### src/rtl/dmach_pkg.sv
package dmach_pkg;
   // command word bit positions
   localparam int OP_START    = 0;
   localparam int OP_CONT     = 1;
   localparam int OP_STOP     = 2;
   localparam int OP_ABORT    = 3;
   localparam int OP_FIFO_RST = 4;
   localparam int OP_CLR_LC   = 5;
   localparam int OP_CLR_RB   = 6;
   localparam int OP_CLR_DONE = 7;
   localparam int OP_CHAN_RST = 31;
   // enable pair indices (pair k: set 17+2k, clear 16+2k)
   localparam int IE_RB    = 0;
   localparam int IE_LC    = 1;
   localparam int IE_DRDY  = 2;
   localparam int IE_MRDY  = 3;
   localparam int IE_DONE  = 4;
   localparam int IE_SAR   = 5;
   localparam int IE_LINKP = 6;
   localparam int IE_DMA   = 7;
   localparam int IE_BASE  = 16;
   // control field positions
   localparam int CT_DIR     = 3;
   localparam int CT_BURST   = 14;
   localparam int CT_FIFODIS = 15;
   // status bit positions
   localparam int ST_INT  = 31;
   localparam int ST_DONE = 25;
   localparam int ST_LC   = 19;
   localparam int ST_RB   = 17;
   localparam int ST_ERR  = 15;
   localparam int ST_XERR = 9;
   // event flag indices
   localparam int EV_DONE = 0;
   localparam int EV_LC   = 1;
   localparam int EV_RB   = 2;
   localparam int EV_XERR = 3;
   localparam int N_EV    = 4;

   typedef struct packed {
      logic start;
      logic cont;
      logic stop;
      logic abort;
      logic fifo_rst;
      logic chan_rst;
      logic clr_done;
      logic clr_lc;
      logic clr_rb;
   } op_cmd_t;

   typedef enum logic [1:0] {
      SEL_OP   = 2'd0,
      SEL_CTL  = 2'd1,
      SEL_STS  = 2'd2,
      SEL_NONE = 2'd3
   } reg_sel_e;
endpackage

### src/rtl/dmach_op_decode.sv
module dmach_op_decode
   import dmach_pkg::*;
#(
   parameter int DATA_W = 32
) (
   input  logic              clk,
   input  logic              rst_n,
   input  logic              wr_op,
   input  logic [DATA_W-1:0] wdata,
   output op_cmd_t           now,
   output op_cmd_t           pulse
);
   logic unused_op_bits;
   assign unused_op_bits = ^wdata[OP_CHAN_RST-1:OP_CLR_DONE+1];

   always_comb begin
      now          = '0;
      now.start    = wr_op & wdata[OP_START];
      now.cont     = wr_op & wdata[OP_CONT];
      now.stop     = wr_op & wdata[OP_STOP];
      now.abort    = wr_op & wdata[OP_ABORT];
      now.fifo_rst = wr_op & wdata[OP_FIFO_RST];
      now.chan_rst = wr_op & wdata[OP_CHAN_RST];
      now.clr_done = wr_op & wdata[OP_CLR_DONE];
      now.clr_lc   = wr_op & wdata[OP_CLR_LC];
      now.clr_rb   = wr_op & wdata[OP_CLR_RB];
   end

   always_ff @(posedge clk) begin
      if (!rst_n) pulse <= '0;
      else        pulse <= now;
   end

   // a strobe never lasts beyond the cycle after its write
   p_strobe_single_r2: assert property (@(posedge clk) disable iff (!rst_n)
      (pulse.start && !now.start) |=> !pulse.start);
endmodule

### src/rtl/dmach_ie_bank.sv
module dmach_ie_bank #(
   parameter int N_PAIRS = 8
) (
   input  logic               clk,
   input  logic               rst_n,
   input  logic               wr_en,
   input  logic [N_PAIRS-1:0] set_bits,
   input  logic [N_PAIRS-1:0] clr_bits,
   input  logic               clr_all,
   output logic [N_PAIRS-1:0] ie
);
   for (genvar k = 0; k < N_PAIRS; k++) begin : g_pair
      always_ff @(posedge clk) begin
         if (!rst_n || clr_all)
            ie[k] <= 1'b0;
         else if (wr_en) begin
            case ({set_bits[k], clr_bits[k]})
               2'b10:   ie[k] <= 1'b1;
               2'b01:   ie[k] <= 1'b0;
               default: ie[k] <= ie[k];
            endcase
         end
      end

      // set and clear together leave the enable alone
      p_pair_hold_r7: assert property (@(posedge clk) disable iff (!rst_n)
         (wr_en && set_bits[k] && clr_bits[k] && !clr_all) |=> $stable(ie[k]));
   end
endmodule

### src/rtl/dmach_status.sv
module dmach_status
   import dmach_pkg::*;
(
   input  logic            clk,
   input  logic            rst_n,
   input  logic [N_EV-1:0] ev_set,
   input  logic [N_EV-1:0] ev_clr,
   input  logic            clr_all,
   output logic [N_EV-1:0] flags
);
   always_ff @(posedge clk) begin
      if (!rst_n || clr_all) flags <= '0;
      else                   flags <= (flags & ~ev_clr) | ev_set;
   end

   for (genvar i = 0; i < N_EV; i++) begin : g_chk
      // a latched flag persists until an explicit clear
      p_flag_hold_r4: assert property (@(posedge clk) disable iff (!rst_n)
         (flags[i] && !ev_clr[i] && !clr_all) |=> flags[i]);
   end
endmodule

### src/rtl/dma_chan_regs.sv
module dma_chan_regs
   import dmach_pkg::*;
#(
   parameter int ADDR_W  = 4,
   parameter int DATA_W  = 32,
   parameter int N_PAIRS = 8,
   parameter bit IRQ_REG = 1'b0
) (
   input  logic              clk,
   input  logic              rst_n,
   input  logic              bus_wr,
   input  logic              bus_rd,
   input  logic [ADDR_W-1:0] bus_addr,
   input  logic [DATA_W-1:0] bus_wdata,
   output logic [DATA_W-1:0] bus_rdata,
   input  logic              ev_done,
   input  logic              ev_link_done,
   input  logic              ev_ring,
   input  logic              ev_xfer_err,
   output logic              cmd_start,
   output logic              cmd_continue,
   output logic              cmd_stop,
   output logic              cmd_abort,
   output logic              cmd_fifo_reset,
   output logic              cmd_chan_reset,
   output logic              chan_running,
   output logic [2:0]        cfg_mode,
   output logic              cfg_dev_to_mem,
   output logic              cfg_burst,
   output logic              cfg_fifo_off,
   output logic              irq
);
   localparam int SEL_LO = 2;
   localparam int SEL_HI = SEL_LO + 1;

   if (DATA_W != 32) begin : g_bad_width
      $error("dma_chan_regs: DATA_W must be 32");
   end
   if (ADDR_W < 4) begin : g_bad_addr
      $error("dma_chan_regs: ADDR_W must be at least 4");
   end
   if (IE_BASE + 2 * N_PAIRS != DATA_W) begin : g_bad_pairs
      $error("dma_chan_regs: enable pairs must fill bits 31..16");
   end

   // ---------------- address decode
   reg_sel_e sel;
   always_comb begin
      sel = reg_sel_e'(bus_addr[SEL_HI:SEL_LO]);
      if (bus_addr[SEL_LO-1:0] != '0) sel = SEL_NONE;
      if (ADDR_W > 4) begin
         if ((bus_addr >> 4) != '0) sel = SEL_NONE;
      end
   end

   logic wr_op, wr_ctl;
   assign wr_op  = bus_wr && (sel == SEL_OP);
   assign wr_ctl = bus_wr && (sel == SEL_CTL) && !chan_running;

   // ---------------- command decode
   op_cmd_t now, pulse;
   dmach_op_decode #(.DATA_W(DATA_W)) u_op (
      .clk(clk), .rst_n(rst_n), .wr_op(wr_op), .wdata(bus_wdata),
      .now(now), .pulse(pulse)
   );
   assign cmd_start      = pulse.start;
   assign cmd_continue   = pulse.cont;
   assign cmd_stop       = pulse.stop;
   assign cmd_abort      = pulse.abort;
   assign cmd_fifo_reset = pulse.fifo_rst;
   assign cmd_chan_reset = pulse.chan_rst;

   // ---------------- running state
   always_ff @(posedge clk) begin
      if (!rst_n || now.chan_rst)            chan_running <= 1'b0;
      else if (now.start || now.cont)        chan_running <= 1'b1;
      else if (now.stop || now.abort || ev_done) chan_running <= 1'b0;
   end

   // ---------------- enable pairs
   logic [N_PAIRS-1:0] set_bits, clr_bits, ie;
   always_comb begin
      for (int k = 0; k < N_PAIRS; k++) begin
         set_bits[k] = bus_wdata[IE_BASE + 2*k + 1];
         clr_bits[k] = bus_wdata[IE_BASE + 2*k];
      end
   end

   dmach_ie_bank #(.N_PAIRS(N_PAIRS)) u_ie (
      .clk(clk), .rst_n(rst_n), .wr_en(wr_ctl), .set_bits(set_bits),
      .clr_bits(clr_bits), .clr_all(now.chan_rst), .ie(ie)
   );

   // ---------------- configuration fields
   always_ff @(posedge clk) begin
      if (!rst_n) begin
         cfg_mode       <= '0;
         cfg_dev_to_mem <= 1'b0;
         cfg_burst      <= 1'b0;
         cfg_fifo_off   <= 1'b0;
      end else if (wr_ctl) begin
         cfg_mode       <= bus_wdata[2:0];
         cfg_dev_to_mem <= bus_wdata[CT_DIR];
         cfg_burst      <= bus_wdata[CT_BURST];
         cfg_fifo_off   <= bus_wdata[CT_FIFODIS];
      end
   end

   logic unused_wbits;
   assign unused_wbits = ^bus_wdata[CT_BURST-1:OP_CLR_DONE+1];

   // ---------------- status flags
   logic [N_EV-1:0] ev_set, ev_clr, flags;
   assign ev_set = {ev_xfer_err, ev_ring, ev_link_done, ev_done};
   assign ev_clr = {1'b0, now.clr_rb, now.clr_lc, now.clr_done};

   dmach_status u_sts (
      .clk(clk), .rst_n(rst_n), .ev_set(ev_set), .ev_clr(ev_clr),
      .clr_all(now.chan_rst), .flags(flags)
   );

   logic int_sum;
   assign int_sum = ie[IE_DMA] &
                    ((flags[EV_DONE] & ie[IE_DONE]) |
                     (flags[EV_LC]   & ie[IE_LC])   |
                     (flags[EV_RB]   & ie[IE_RB]));

   if (IRQ_REG) begin : g_irq_ff
      always_ff @(posedge clk) begin
         if (!rst_n) irq <= 1'b0;
         else        irq <= int_sum;
      end
   end else begin : g_irq_comb
      assign irq = int_sum;
   end

   // ---------------- read mux
   logic [DATA_W-1:0] ctl_img, sts_img, rd_mux;
   always_comb begin
      ctl_img = '0;
      for (int k = 0; k < N_PAIRS; k++) ctl_img[IE_BASE + 2*k + 1] = ie[k];
      ctl_img[2:0]        = cfg_mode;
      ctl_img[CT_DIR]     = cfg_dev_to_mem;
      ctl_img[CT_BURST]   = cfg_burst;
      ctl_img[CT_FIFODIS] = cfg_fifo_off;

      sts_img          = '0;
      sts_img[ST_INT]  = int_sum;
      sts_img[ST_DONE] = flags[EV_DONE];
      sts_img[ST_LC]   = flags[EV_LC];
      sts_img[ST_RB]   = flags[EV_RB];
      sts_img[ST_ERR]  = flags[EV_XERR];
      sts_img[ST_XERR] = flags[EV_XERR];

      case (sel)
         SEL_CTL: rd_mux = ctl_img;
         SEL_STS: rd_mux = sts_img;
         default: rd_mux = '0;
      endcase
   end

   always_ff @(posedge clk) begin
      if (!rst_n)      bus_rdata <= '0;
      else if (bus_rd) bus_rdata <= rd_mux;
      else             bus_rdata <= '0;
   end

   // ---------------- assertions
   p_start_from_write_r2: assert property (@(posedge clk) disable iff (!rst_n)
      cmd_start |-> $past(bus_wr && sel == SEL_OP && bus_wdata[OP_START]));

   p_irq_gated_r10: assert property (@(posedge clk) disable iff (!rst_n)
      !ie[IE_DMA] |-> !int_sum);

   p_ctl_locked_r9: assert property (@(posedge clk) disable iff (!rst_n)
      (chan_running && bus_wr && sel == SEL_CTL) |=> $stable(cfg_mode));

   p_op_reads_zero_r12: assert property (@(posedge clk) disable iff (!rst_n)
      (bus_rd && sel == SEL_OP) |=> (bus_rdata == '0));

   p_reset_clears_r11: assert property (@(posedge clk) disable iff (!rst_n)
      (wr_op && bus_wdata[OP_CHAN_RST]) |=> (!chan_running && flags == '0 && ie == '0));
endmodule

### config.mk
export PLATFORM = sky130hd
export DESIGN_NAME = dma_chan_regs
export DESIGN_NICKNAME = d
export VERILOG_FILES = /design/src/rtl/dmach_pkg.sv /design/src/rtl/dmach_op_decode.sv /design/src/rtl/dmach_ie_bank.sv /design/src/rtl/dmach_status.sv /design/src/rtl/dma_chan_regs.sv
export SDC_FILE = /design/constraint.sdc
export NUM_CORES = 1
export LEC_CHECK = 0
export BUFFER_PORTS_ARGS = -buffer_cell sky130_fd_sc_hd__buf_4
export CAP_MARGIN = 10
export CORE_MARGIN = 4
export CORE_UTILIZATION = 41
export CTS_BUF_LIST = sky130_fd_sc_hd__clkbuf_2
export DETAILED_ROUTE_END_ITERATION = 7
export GPL_TIMING_DRIVEN = 0
export PLACE_DENSITY_LB_ADDON = 0.08
export SLEW_MARGIN = 20
export SYNTH_ARGS = -nofsm -noshare
export SYNTH_HDL_FRONTEND = slang
export SYNTH_SLANG_ARGS = --single-unit
### constraint.sdc
create_clock -name clk -period 1.3 [get_ports clk]
set_input_delay 0 -clock clk [delete_from_list [all_inputs] [get_ports clk]]
set_output_delay 0 -clock clk [all_outputs]
set_load 0.01 [all_outputs]
==> impl_metrics.tcl <==
set metrics [dict create \
    outcome "complete, but fails checks" \
    violations "setup timing" \
    cts_sinks 40 \
    grt_max_degree 13 \
    crit_path_end_kind "primary output" \
    fmax_mhz 717 \
    pwr-share-seq_pct 59.9 \
    setup_ws_ns -0.0938 \
    dp_hpwl_mm 2.95 \
    firstDrtPassIters 4 \
    yosys_warnings 0 \
    synth_area_sq_mm 0.00166 \
    crit_arrival_ns 1.39 \
    grt_pass1_vias 1539 \
    rsz0062_at_grt "yes" \
    path_cells "a222oi_1, nor2b_1, buf_4" \
    path_class "reg -> out" \
    clock_skew_ns 0.0238 \
    grt_pass1_wl_mm 6.87 \
    crit_fanout 2 \
    nets 345 \
    hold_violations 0 \
    power_frac_comb_pct 15.9 \
    io-pin-count 90 \
    drcViolationCount 0 \
    power.density_mw_per_mm2 809 \
    fillers 333 \
    wirelength_mm 4.18 \
    leakagePower_nw 1.29 \
    yosys.area.top_type "dfxtp_1" \
    synthArstFlopShare_pct 0 \
    worstHoldPathType "in -> reg" \
    worst_hold_slack_ns 0.0209 \
    r2r_end "u_ie.ie[6]$_SDFFE_PP0P_" \
    drive_gt1_share_pct 35.5 \
    dp.cells 304 \
    clkPwrFrac_pct 24.2 \
    finalPower_mw 2.10 \
    cp_num_buf_inv 1 \
    via_count 1519 \
    cp_top_family "compound AO/OA/AOI/OAI gates" \
    start_util_pct 43.8 \
    syn_inst 174 \
    detail-route-antenna-nets 0 \
    clk_latency_ns 0.38 \
    yosysUniqueCellTypes 24 \
    p_int_mw 1.57 \
    num_rows 22 \
    ir_worst_vdd_mv 0.460 \
    antenna_found_initial 0 \
    clk_path_buf_depth 2 \
    fp.coreArea_sq_mm 0.00380 \
    routabilityCongestion 0.777 \
    floorplan.die_area_sq_mm 0.00514 \
    grt_usage_pct 16.6 \
    r2r_cells 4 \
    globalRouteOverflowTotal 0 \
    post_drt_via_cell_ratio 4.49 \
    synth_edf_count 0 \
    chipHeight_um 71.7 \
    swShare_pct 25.5 \
    fin_setup_tns_ns -0.0938 \
    maxSlewViolCount 0 \
    antenna_cells 0 \
    cts_tree "built" \
    netlist_top_cells_count "40 x dfxtp_1, 17 x buf_4, 13 x a21oi_1, 11 x ha_1" \
    htreeDepth 2 \
    power.switching_uw 536 \
    io_buffers 66 \
    synth-main-ff-cell "dfxtp_1" \
    wire_per_inst_um 12.4 \
    crit_path_start "u_ie.ie[4]$_SDFFE_PP0P_" \
    setup_violations 1 \
    die_w_um 71.7 \
    critPathLaunchType "flip-flop" \
    synth.top_cell.area_share_pct 48.2 \
    r2r-start "chan_running$_SDFFE_PP0P_" \
    root_buffer "clkbuf_2" \
    crit_cells 3 \
    final_cells 338 \
    finalCriticalPeriod_ns 1.39 \
    cts_buffers 5 \
    ys_seq_area_share_pct 48.2 \
    crit_end "irq" \
    synth_area_leaders "dfxtp_1 48%, ha_1 8.3%, buf_4 7.7%" \
    cpMaxStageDelayCell "a222oi_1" \
    cap_violations 0 \
    fin_crit_sh_pct 107 \
    synth_seq_cells 40 \
    avgSynthCellArea_sq_um 9.56 \
    cts.clk_slew.worst_paths_ns 0.19 \
    area_growth_pct 56.3 \
    drt_iter0_drc 65 \
    synth_most_common_cell "dfxtp_1" \
    required_ns 1.30 \
    rrSetupSlack_ns 0.06 \
    critPathMaxStageDelay_ns 0.42 \
]
[worst reg2reg max path, delay by kind of cell (launching register included)]
family | cells | cell delay [ns]
buffers and inverters | 1 | 0.17
flip-flops | 1 | 0.35
AO/OA/AOI/OAI | 1 | 0.13
AND/OR/NAND/NOR | 2 | 0.55
[area by class of cell]
cell class	count	area, sq um	share of cell area, %
plain buffers	22	159	6.11
clock buffers	5	25.0	0.963
clock inverters	2	12.5	0.481
inverters	10	37.5	1.44
multi-input cells	118	742	28.6
flip-flops and latches	40	805	31.0
well taps	48	60.1	2.31
repair buffers	93	758	29.2
[power by group through the flow]
stage / clock [mW] / sequential [mW] / combinational [mW]
final: 0.509 / 1.26 / 0.335
after global placement: 0 / 1.28 / 0.261
after detailed placement: 0 / 1.28 / 0.262
after floorplan: 0 / 1.28 / 0.135
after global routing: 0.596 / 1.26 / 0.376
after CTS: 0.524 / 1.26 / 0.325
[metrics by stage]
step / cell area, sq um / utilization, % / worst slack, ns
6_report: 2600 / 68.4 / -0.0938
5_1_grt: 2600 / 68.4 / -0.202
4_1_cts: 2570 / 67.6 / -0.119
3_5_place_dp: 2280 / 60.0 / -0.412
3_3_place_gp: 2280 / 60.0 / -0.396
2_1_floorplan: 1730 / - / 0.00178
[registers in the layout, summed over array words and instances, names as in the netlist]
| register | count |
|---|---|
| cfg_dev_to_mem | 1 |
| cfg_fifo_off | 1 |
| u_op.pulse | 6 |
| u_sts.flags | 4 |
| u_ie.ie | 8 |
| bus_rdata | 15 |
| chan_running | 1 |
| cfg_mode | 3 |
| cfg_burst | 1 |
[routing by layer]
metal  wire (um)  part of all wire, %  global-route usage (%)
met3         358                  8.6                    4.07
met4          34                 0.81                    5.01
met2        2140                   51                    29.4
met1        1650                   40                    19.7
met5           0                    0                       0
[placed cells by master (no fill, tap or decap), drive strengths merged, types with 9 or more instances in the layout]
cell type / netlist / routed
and2: 10 / 10
conb: 1 / 17
or3: 9 / 9
o21ai: 10 / 10
ha: 11 / 11
clkbuf: 3 / 9
a21oi: 13 / 13
buf: 19 / 87
dlygate4sd3: 0 / 24
nor2: 9 / 9
inv: 10 / 10
dfxtp: 40 / 40
[worst min path at each step]
stage / slack, ns / start / cells past startpoint / endpoint
after floorplan: 0.12 / ev_xfer_err / 2 / u_sts.flags[3]$_SDFF_PP0_
after global placement: 0.21 / ev_xfer_err / 3 / u_sts.flags[3]$_SDFF_PP0_
after detailed placement: 0.21 / ev_xfer_err / 3 / u_sts.flags[3]$_SDFF_PP0_
after CTS: 0.004 / bus_rd / 3 / bus_rdata[15]$_SDFF_PN0_
after global routing: 0.0005 / bus_rd / 3 / bus_rdata[15]$_SDFF_PN0_
final: 0.02 / bus_rd / 3 / bus_rdata[15]$_SDFF_PN0_
[repair_timing]
| action | 4_1_cts | 5_1_grt |
|---|---|---|
| endpoints found under the setup margin | 4 | 8 |
| hold endpoints to repair | 25 | 1 |
| hold buffers | 23 | 1 |
| resized for setup | 3 | 5 |
| pin swaps | 1 | 0 |
| cloned | 0 | 0 |
| setup buffers | 2 | 1 |
[kinds of logic after synthesis]
group                      after synthesis  share of synthesized area [%]
buffers and inverters                   32                           11.6
muxes                                    6                           3.61
AOI/OAI and AO/OA                       28                           9.33
DFF                                     40                           48.2
other                                    1                          0.226
adders and majority gates               11                           8.28
and+or+nand+nor                         56                           18.8
(Power assumes the default switching activity.)
